`src/rtl/acc_pkg.sv`:
```
package acc_pkg;

  localparam int OPW = 4;

  localparam logic [OPW-1:0] OP_MOVE  = 4'h0;
  localparam logic [OPW-1:0] OP_ADD   = 4'h1;
  localparam logic [OPW-1:0] OP_SUB   = 4'h2;
  localparam logic [OPW-1:0] OP_AND   = 4'h3;
  localparam logic [OPW-1:0] OP_LOAD  = 4'h4;
  localparam logic [OPW-1:0] OP_STORE = 4'h5;
  localparam logic [OPW-1:0] OP_ADDM  = 4'h6;
  localparam logic [OPW-1:0] OP_JMP   = 4'h8;
  localparam logic [OPW-1:0] OP_JZ    = 4'h9;
  localparam logic [OPW-1:0] OP_JNZ   = 4'hA;

  typedef enum logic [2:0] {
    ST_IDLE,
    ST_FETCH,
    ST_DECODE,
    ST_EXEC,
    ST_MEMRD
  } state_t;

  typedef enum logic [1:0] {
    ALU_PASS,
    ALU_ADD,
    ALU_SUB,
    ALU_AND
  } alu_t;

  typedef enum logic [1:0] {
    C_ALWAYS,
    C_ZERO,
    C_NZERO
  } cond_t;

  typedef struct packed {
    logic  acc_imm;  // accumulator written in EXEC from the immediate path
    logic  acc_mem;  // accumulator written in MEMRD from memory
    alu_t  alu;
    logic  mem_wr;
    logic  jump;
    cond_t cond;
  } ctrl_t;

endpackage

```
`src/rtl/acc_decode.sv`:
```
module acc_decode
  import acc_pkg::*;
(
  input  logic [OPW-1:0] op,
  output ctrl_t          ctrl
);

  always_comb begin
    ctrl = '{acc_imm: 1'b0, acc_mem: 1'b0, alu: ALU_PASS,
             mem_wr: 1'b0, jump: 1'b0, cond: C_ALWAYS};
    case (op)
      OP_MOVE:  begin ctrl.acc_imm = 1'b1; ctrl.alu = ALU_PASS; end
      OP_ADD:   begin ctrl.acc_imm = 1'b1; ctrl.alu = ALU_ADD;  end
      OP_SUB:   begin ctrl.acc_imm = 1'b1; ctrl.alu = ALU_SUB;  end
      OP_AND:   begin ctrl.acc_imm = 1'b1; ctrl.alu = ALU_AND;  end
      OP_LOAD:  begin ctrl.acc_mem = 1'b1; ctrl.alu = ALU_PASS; end
      OP_ADDM:  begin ctrl.acc_mem = 1'b1; ctrl.alu = ALU_ADD;  end
      OP_STORE: ctrl.mem_wr = 1'b1;
      OP_JMP:   begin ctrl.jump = 1'b1; ctrl.cond = C_ALWAYS; end
      OP_JZ:    begin ctrl.jump = 1'b1; ctrl.cond = C_ZERO;   end
      OP_JNZ:   begin ctrl.jump = 1'b1; ctrl.cond = C_NZERO;  end
      default:  ;  // undefined opcodes behave as no-ops
    endcase
  end

endmodule

```
`src/rtl/acc_alu.sv`:
```
module acc_alu
  import acc_pkg::*;
#(
  parameter int DW = 8
) (
  input  alu_t          sel,
  input  logic [DW-1:0] a,
  input  logic [DW-1:0] b,
  output logic [DW-1:0] y
);

  always_comb begin
    case (sel)
      ALU_ADD: y = a + b;
      ALU_SUB: y = a - b;
      ALU_AND: y = a & b;
      default: y = b;
    endcase
  end

endmodule

```
`src/rtl/acc_ram.sv`:
```
module acc_ram #(
  parameter int AW = 8,
  parameter int W  = 16
) (
  input  logic          clk,
  input  logic          we,
  input  logic [AW-1:0] waddr,
  input  logic [W-1:0]  wdata,
  input  logic [AW-1:0] raddr,
  output logic [W-1:0]  rdata
);

  localparam int DEPTH = 1 << AW;

  logic [W-1:0] mem [DEPTH];

  always_ff @(posedge clk) begin
    if (we) mem[waddr] <= wdata;
    rdata <= mem[raddr];
  end

endmodule

```
`src/rtl/acc_core.sv`:
```
module acc_core
  import acc_pkg::*;
#(
  parameter int AW = 8,
  parameter int IW = 16
) (
  input  logic          clk,
  input  logic          rst,
  input  logic          run,
  input  logic          ld_valid,
  output logic          ld_ready,
  input  logic [AW-1:0] ld_addr,
  input  logic [IW-1:0] ld_data,
  output logic [AW-1:0] out_port,
  output logic          out_stb
);

  // The operand field doubles as data value and address, so both share AW.
  localparam int DW = AW;
  localparam int HW = IW - AW;
  localparam logic [AW-1:0] PORT_ADDR = '1;

  state_t         state;
  logic [AW-1:0]  pc;
  logic [DW-1:0]  acc;
  logic [IW-1:0]  ir;
  logic [IW-1:0]  rdata;
  logic [OPW-1:0] op;
  logic [AW-1:0]  opnd;
  ctrl_t          ctrl;
  logic [DW-1:0]  alu_b;
  logic [DW-1:0]  alu_y;
  logic           take;
  logic           cpu_we;
  logic           ld_we;
  logic [AW-1:0]  raddr;
  logic [AW-1:0]  waddr;
  logic [IW-1:0]  wdata;
  logic           unused_fields;

  assign op   = ir[IW-1 -: OPW];
  assign opnd = ir[AW-1:0];
  assign unused_fields = ^{ir[IW-OPW-1:AW], rdata[IW-1:AW]};

  acc_decode u_dec (.op(op), .ctrl(ctrl));

  assign alu_b = (state == ST_MEMRD) ? rdata[DW-1:0] : opnd;

  acc_alu #(.DW(DW)) u_alu (.sel(ctrl.alu), .a(acc), .b(alu_b), .y(alu_y));

  always_comb begin
    case (ctrl.cond)
      C_ZERO:  take = (acc == '0);
      C_NZERO: take = (acc != '0);
      default: take = 1'b1;
    endcase
  end

  assign ld_ready = (state == ST_IDLE);
  assign ld_we    = ld_valid && ld_ready;
  assign cpu_we   = (state == ST_EXEC) && ctrl.mem_wr;
  assign raddr    = (state == ST_EXEC) ? opnd : pc;
  assign waddr    = cpu_we ? opnd : ld_addr;
  assign wdata    = cpu_we ? {{HW{1'b0}}, acc} : ld_data;

  acc_ram #(.AW(AW), .W(IW)) u_ram (
    .clk(clk), .we(cpu_we || ld_we), .waddr(waddr), .wdata(wdata),
    .raddr(raddr), .rdata(rdata)
  );

  always_ff @(posedge clk) begin
    if (rst) begin
      state    <= ST_IDLE;
      pc       <= '0;
      acc      <= '0;
      ir       <= '0;
      out_port <= '0;
      out_stb  <= 1'b0;
    end else begin
      out_stb <= 1'b0;
      case (state)
        ST_IDLE:   if (run) state <= ST_FETCH;
        ST_FETCH:  state <= ST_DECODE;
        ST_DECODE: begin
          ir    <= rdata;
          state <= ST_EXEC;
        end
        ST_EXEC: begin
          if (ctrl.acc_mem) begin
            state <= ST_MEMRD;
          end else begin
            if (ctrl.acc_imm) acc <= alu_y;
            if (ctrl.mem_wr && opnd == PORT_ADDR) begin
              out_port <= acc;
              out_stb  <= 1'b1;
            end
            pc    <= (ctrl.jump && take) ? opnd : pc + 1'b1;
            state <= ST_FETCH;
          end
        end
        ST_MEMRD: begin
          acc   <= alu_y;
          pc    <= pc + 1'b1;
          state <= ST_FETCH;
        end
        default: state <= ST_IDLE;
      endcase
    end
  end

  // an unconditional jump lands on its operand
  a_r8_jump_target: assert property (@(posedge clk) disable iff (rst)
    (state == ST_EXEC && op == OP_JMP) |=> (pc == $past(opnd)));

  // undefined opcodes advance the counter and keep the accumulator
  a_r10_nop_advance: assert property (@(posedge clk) disable iff (rst)
    (state == ST_EXEC && (op == 4'h7 || op >= 4'hB))
      |=> (pc == $past(pc) + 1'b1) && (acc == $past(acc)));

  // the strobe is a single-cycle pulse
  a_r7_stb_pulse: assert property (@(posedge clk) disable iff (rst)
    out_stb |=> !out_stb);

  // the port only moves together with its strobe
  a_r7_port_hold: assert property (@(posedge clk) disable iff (rst)
    !$stable(out_port) |-> out_stb);

  // loader and core never write memory in the same cycle
  a_r2_single_writer: assert property (@(posedge clk) disable iff (rst)
    $onehot0({cpu_we, ld_we}));

  // a fetch is always followed by a decode
  a_r11_fetch_order: assert property (@(posedge clk) disable iff (rst)
    (state == ST_FETCH) |=> (state == ST_DECODE));

  // the memory-operand cycle always returns to fetch
  a_r5_memrd_exit: assert property (@(posedge clk) disable iff (rst)
    (state == ST_MEMRD) |=> (state == ST_FETCH));

endmodule

```
`config.mk`:
```
export PLATFORM = sky130hd
export DESIGN_NAME = acc_core
export DESIGN_NICKNAME = d
export VERILOG_FILES = /design/src/rtl/acc_pkg.sv /design/src/rtl/acc_decode.sv /design/src/rtl/acc_alu.sv /design/src/rtl/acc_ram.sv /design/src/rtl/acc_core.sv
export SDC_FILE = /design/constraint.sdc
export NUM_CORES = 2
export LEC_CHECK = 0
export ABC_AREA = 1
export BUFFER_PORTS_ARGS = -buffer_cell sky130_fd_sc_hd__buf_2
export CORE_MARGIN = 3
export CORE_UTILIZATION = 25
export CTS_CLUSTER_SIZE = 8
export DETAILED_ROUTE_END_ITERATION = 10
export PLACE_DENSITY_LB_ADDON = 0.3
export SYNTH_ARGS = -nofsm -noshare
export SYNTH_HDL_FRONTEND = slang
export SYNTH_SLANG_ARGS = --single-unit
```
`constraint.sdc`:
```
create_clock -name clk -period 14 [get_ports clk]
set_input_delay 2.1 -clock clk [delete_from_list [all_inputs] [get_ports clk]]
set_output_delay 2.1 -clock clk [all_outputs]
set_load 0.02 [all_outputs]
```
Word-level counts from Yosys, hierarchy flattened
Memories as Yosys holds them, arrays and structs flattened. A register that Yosys moved wholly into a read port is not among the register bits.
Index checks and enable logic that the tools add are counted.
Word-level totals
  register bits: 44
  RAM bits: 4096
  bits of input ports: 28
  output and inout port bits: 10
  memories: 1
Memory list
  u_ram.mem: depth 256, bits a word 16, rd ports 1, clocked after memory_dff 1, write ports 1, line acc_ram.sv:15  | logic [W-1:0] mem [DEPTH];
Cells by class
  add/subtract/negate cells: 3
  equality and inequality tests: 22
  mux-type cells: 23
  bitwise operators: 3
  reduce and logical (&&, ||, !) cells: 17
Operators with widths (number)
  2-to-1 mux 8 bit: 7
  case mux 8 bit (2 select lines): 2
  case mux 8 bit (3 select lines): 1
  2-to-1 mux 16 bit: 1
  case mux 3 bit (5 select lines): 1
  equality test 4 x 3 -> 1 bit, second input constant: 3
  equality test 4 bit, second input constant: 3
  case mux 3 bit (3 select lines): 1
  adder 8 x 1 -> 8 bit, second input constant: 1
  adder 8 bit: 1
  AND 8 bit: 1
  equality test 4 x 2 -> 1 bit, second input constant: 2
  equality test 8 bit, second input constant: 1
  logical NOT 8 bit: 1
  nonzero test 8 bit: 1
  subtractor 8 bit: 1
  equality test 2 bit, second input constant: 3
  equality test 3 x 2 -> 1 bit, second input constant: 2
  2-to-1 mux 1 bit: 6
  2-to-1 mux 3 bit: 2
  != test 2 bit, second input constant: 3
  case mux 2 bit (3 select lines): 1
  AND reduction 3 bit: 2
  equality test 2 x 1 -> 1 bit, second input constant: 2
  other kinds (14): 19

Longest topological paths before layout
  word-level depth: 8
  depth in mapped cells: 21
  mapped depth without buffers: 21

By module
A second synthesis with hierarchy kept.
Unflattened totals
  cell total of the unflattened synthesis: 14088
  area total of the unflattened synthesis: 168791.9 um^2
Modules (own cells, without submodules)
  acc_ram: times used 1, cells an instance 13617, area each 165706.4 um^2, seq. area each 123318.3 um^2
  acc_core: times used 1, cells an instance 328, area each 2264.7 um^2, seq. area each 800.8 um^2
  acc_alu: times used 1, cells an instance 126, area each 749.5 um^2, seq. area each 0.0 um^2
  acc_decode: times used 1, cells an instance 17, area each 71.3 um^2, seq. area each 0.0 um^2

Worst setup path before layout
OpenSTA, ideal clock, no wires.
  path type: register -> register
  start point: reg ir[12]
  end point: mem u_ram.mem[0][0] (data pin)
  library setup time: 2.188 ns
  arrival time: 11.100 ns
  required time: 11.812 ns
  path slack: 0.712 ns
  cell stages (with the launch flop): 9
  buffers on the path: 2
  period minus slack after synthesis: 13.288 ns
  cells stage by stage: dfxtp_1 inv_2 nor2_1 inv_1 nor2_1 nand2_2 clkbuf_1 clkbuf_1 o21ai_0
On the way
  word-level cells in the longest chain between the ends: 4
Ends and longest elaborated chain
  start, declared: line acc_core.sv:26  | logic [IW-1:0] ir;
  start signal, assigned: line acc_core.sv:85  | ir <= rdata;
  equality test 4 x 3 -> 1 bit: line acc_decode.sv:11  | case (op)
  2-to-1 mux 1 bit: line acc_decode.sv:11
  logical AND 1 bit: line acc_core.sv:61  | assign cpu_we = (state == ST_EXEC) && ctrl.mem_wr;
  2-to-1 mux 16 bit: line acc_core.sv:64  | assign wdata = cpu_we ? {{HW{1'b0}}, acc} : ld_data;
  named net u_ram.wdata[0]: line acc_ram.sv:8  | input logic [W-1:0] wdata,
  end, declared: line acc_ram.sv:15
The timed path passes the listed nets, and every way through them passes these cells.

Worst setup path after layout
  start point: reg state[0]
  end point: reg u_ram.rdata[15] (read register of u_ram.mem)
On the way
  word-level cells in the longest chain between the ends: 2
Ends and longest elaborated chain
  start, declared: line acc_core.sv:23  | state_t state;
  start signal, assigned: line acc_core.sv:73  | state <= ST_IDLE;
  start signal, assigned: line acc_core.sv:82  | ST_IDLE: if (run) state <= ST_FETCH;
  start signal, assigned: line acc_core.sv:83  | ST_FETCH: state <= ST_DECODE;
  equality test 3 x 2 -> 1 bit: line acc_core.sv:62  | assign raddr = (state == ST_EXEC) ? opnd : pc;
  2-to-1 mux 8 bit: line acc_core.sv:62
  end, declared: line acc_ram.sv:10  | output logic [W-1:0] rdata
Every way passes these cells.
A chain may end at the register's enable or synchronous reset.

==> impl_results.md <==
* Status: finished clean
* Slew HR at 0.114
* Syn_nets at 13000
* Most common library cells after synthesis: nand2_1, edfxtp_1, nand3_1
* Initial Util at 0.251
* Leading area contributor after synthesis: edfxtp_1
* CP arrival at 6660 ps
* Remaining Overflow, GRT at 0
* I/O Pins at 38
* Drt first pass iters at 6
* Max Root-Sink Buffers at 4
* FMAX at 0.171 GHz
* Worst-Skew Late Latency at 950 ps
* Period utilization at 0.418
* DR vias/cell at between 4 and 5
* Min-Delay Path Class: reg2reg
* DP Wirelength at 219 mm
* Total power at 22.0 mW
* Net count, final at roughly 13000
* Synth area leaders: edfxtp_1, nand2_1, nand3_1
* Routed vias at 89500
* Synth cell types at 40
* Setup crit start: state[0]
* Tmin final at just under 6000 ps
* Synthesized instance count at 13000
* Clock Sinks at 3124
* Crit path launch type: register
* Seq/Total Area, Yosys at 0.687
* Avg Cell Area, Syn at ~10 sq um
* # Max-Cap Violations at 0
* CTS tree: built
* WHS Path Cells at 2
* Final Max Tran Viols at 0
* Gr usage total at 0.143
* Worst flop-to-flop path startpoint: state[0]
* Root Driver: clkbuf_16
* Area fraction of the dominant cell type after synthesis at 0.679
* Final setup TNS at 0 ps
* Lkg Pwr at 61.2 nW
* Vias in the first global route at 83100
* First-pass GRT wire length at ~600 mm
* Mapped Area at 136000 sq um
* Layout cell share with drive strength beyond 1 at 0.0662
* Worst r2r dst: u_ram.rdata[15]
* Util after Layout at 0.288
* IO Port Bufs at 33
* Post-CTS Setup Bufs at 0
* H-Tree Depth at 5
* Die area at 552000 sq um
* # hold bufs at CTS at 0
* Reg-to-reg setup timing slack at 8150 ps
* Number of hold violations in the final report at 0
* DRC violations left at 0
* Largest net degree at the start of global routing at 189
* Number of buffers created by CTS at approximately 430
* Yosys warnings at 0
* Initial antenna violation count at 20
* Final setup vio count at 0
* Most common cell in the synthesized netlist: nand2_1
* Area growth from synthesis to layout at 14.7%
* Critical path required time at 14810 ps
* Core area at 541000 sq um
* RSZ-0062 raised after global routing: no
* ANT nets after route at 0
* Crit end category: register
* DIE WIDTH at 743 um
* Clk_skew at about 32 ps
* Post-Route WL at just over 400 mm
* Worst Setup EP: u_ram.rdata[15]
* Slew @ Worst Pin at roughly 1300 ps
* Filler cell count at 55400
* Placer congestion estimate at 0.827
* Number of synthesized flops with an enable pin at 3072
* Pwr dens at 141 nW/um^2
* Die Y at about 740 um
* Register bit total from synthesis at 3124
* Max VDD drop at 0.108 mV
* Post-CTS sizing at 0
* Post-synth ARST share at 0
* Drt initial violations at 8306
* Dominant synthesized flop cell: edfxtp_1
* Cell Rows at 270
* Critical path class: reg2reg
* WL/cell at 20.0 um
* Crit path max fanout at 53
* CTS clk-pin slew, worst paths at 60 ps
* Reg2Reg Depth at 15
## cell type report
class,instances,area [sq um],share of cell area
antenna,4,10.0,0.0000643
timing repair buffer,347,2850,0.0183
sequential,3124,93300,0.599
clock buffer,469,11100,0.0711
multi-input combinational,6940,30900,0.199
inverter,2201,8280,0.0532
clock inverter,17,263,0.00169
tap,7208,9020,0.0579
## metrics by stage
step                hold slack, ps  std cells  setup slack, ps  instance area [sq um]
floorplan                      431      13000              712                 136000
global placement               472      19800             8140                 144000
detailed placement             473      19800             8100                 144000
CTS                            482      20300             8240                 156000
global route                   509      20300             7910                 156000
finish                         483      20300             8150                 156000
## cell families after synthesis
group | share of synthesized area
buffers and inverters | 0.0872
AO/OA/AOI/OAI | 0.0150
adder cells (fa/ha/maj) | 0.00162
XOR/XNOR | 0.000452
flip-flops | 0.687
AND/OR/NAND/NOR | 0.209
## per-layer routing
layer  part of all wire  vias up  global-route usage
met3              0.063      692              0.0221
li1                   -    42700                   -
met2               0.46     2577               0.229
met4              0.037        8              0.0504
met1               0.44    43500               0.195
met5            0.00011        -                   0
## worst min-delay path by stage
stage	startpoint	end	slack, ps
floorplan	u_ram.rdata[15]	ir[15]	430
global placement	pc[3]	pc[3]	470
detailed placement	pc[3]	pc[3]	470
CTS	pc[3]	pc[3]	480
global route	pc[3]	pc[3]	510
finish	pc[3]	pc[3]	480
## layout by cell type (no fill, tap or decap), drive strengths merged, types with 8 or more instances in the layout
cell type  synthesis  layout
a21oi             43      43
buf              530     347
clkbuf           197     469
clkinv             1      12
dfxtp             52      52
edfxtp          3072    3072
ha                16      16
inv             2200    2206
nand2           3654    3654
nand3           2556    2556
nand3b            73      73
nand4              8       8
nor2             306     306
o211ai           173     173
o21ai             77      77
## worst max-delay path: stages (launching register included)
cell and delay (ps):
dfxtp_1 400, nand2_1 130, nor2_4 450, nand2_1 180
o21ai_4 150, buf_4 760, buf_4 660, buf_4 790
buf_4 620, nand3_1 190, nand3_1 130, nand3_1 210
nand3_1 240, nand3_1 100, nand3_1 440, nand2_1 110
## sequential cells by signal, indices dropped and copies added (netlist names)
register and cells:
acc 8, ir 12, out_port 8, out_stb 1, pc 8, state 3
u_ram.mem 3072, u_ram.rdata 12
## power by group
group	switching [mW]	leakage, nW	internal, mW
combinational	1.82	27.6	0.583
clock	3.76	5.55	5.47
sequential	0.0200	28.0	10.3
total	5.60	61.2	16.4
No activity file was read; power rests on OpenSTA's default activity.
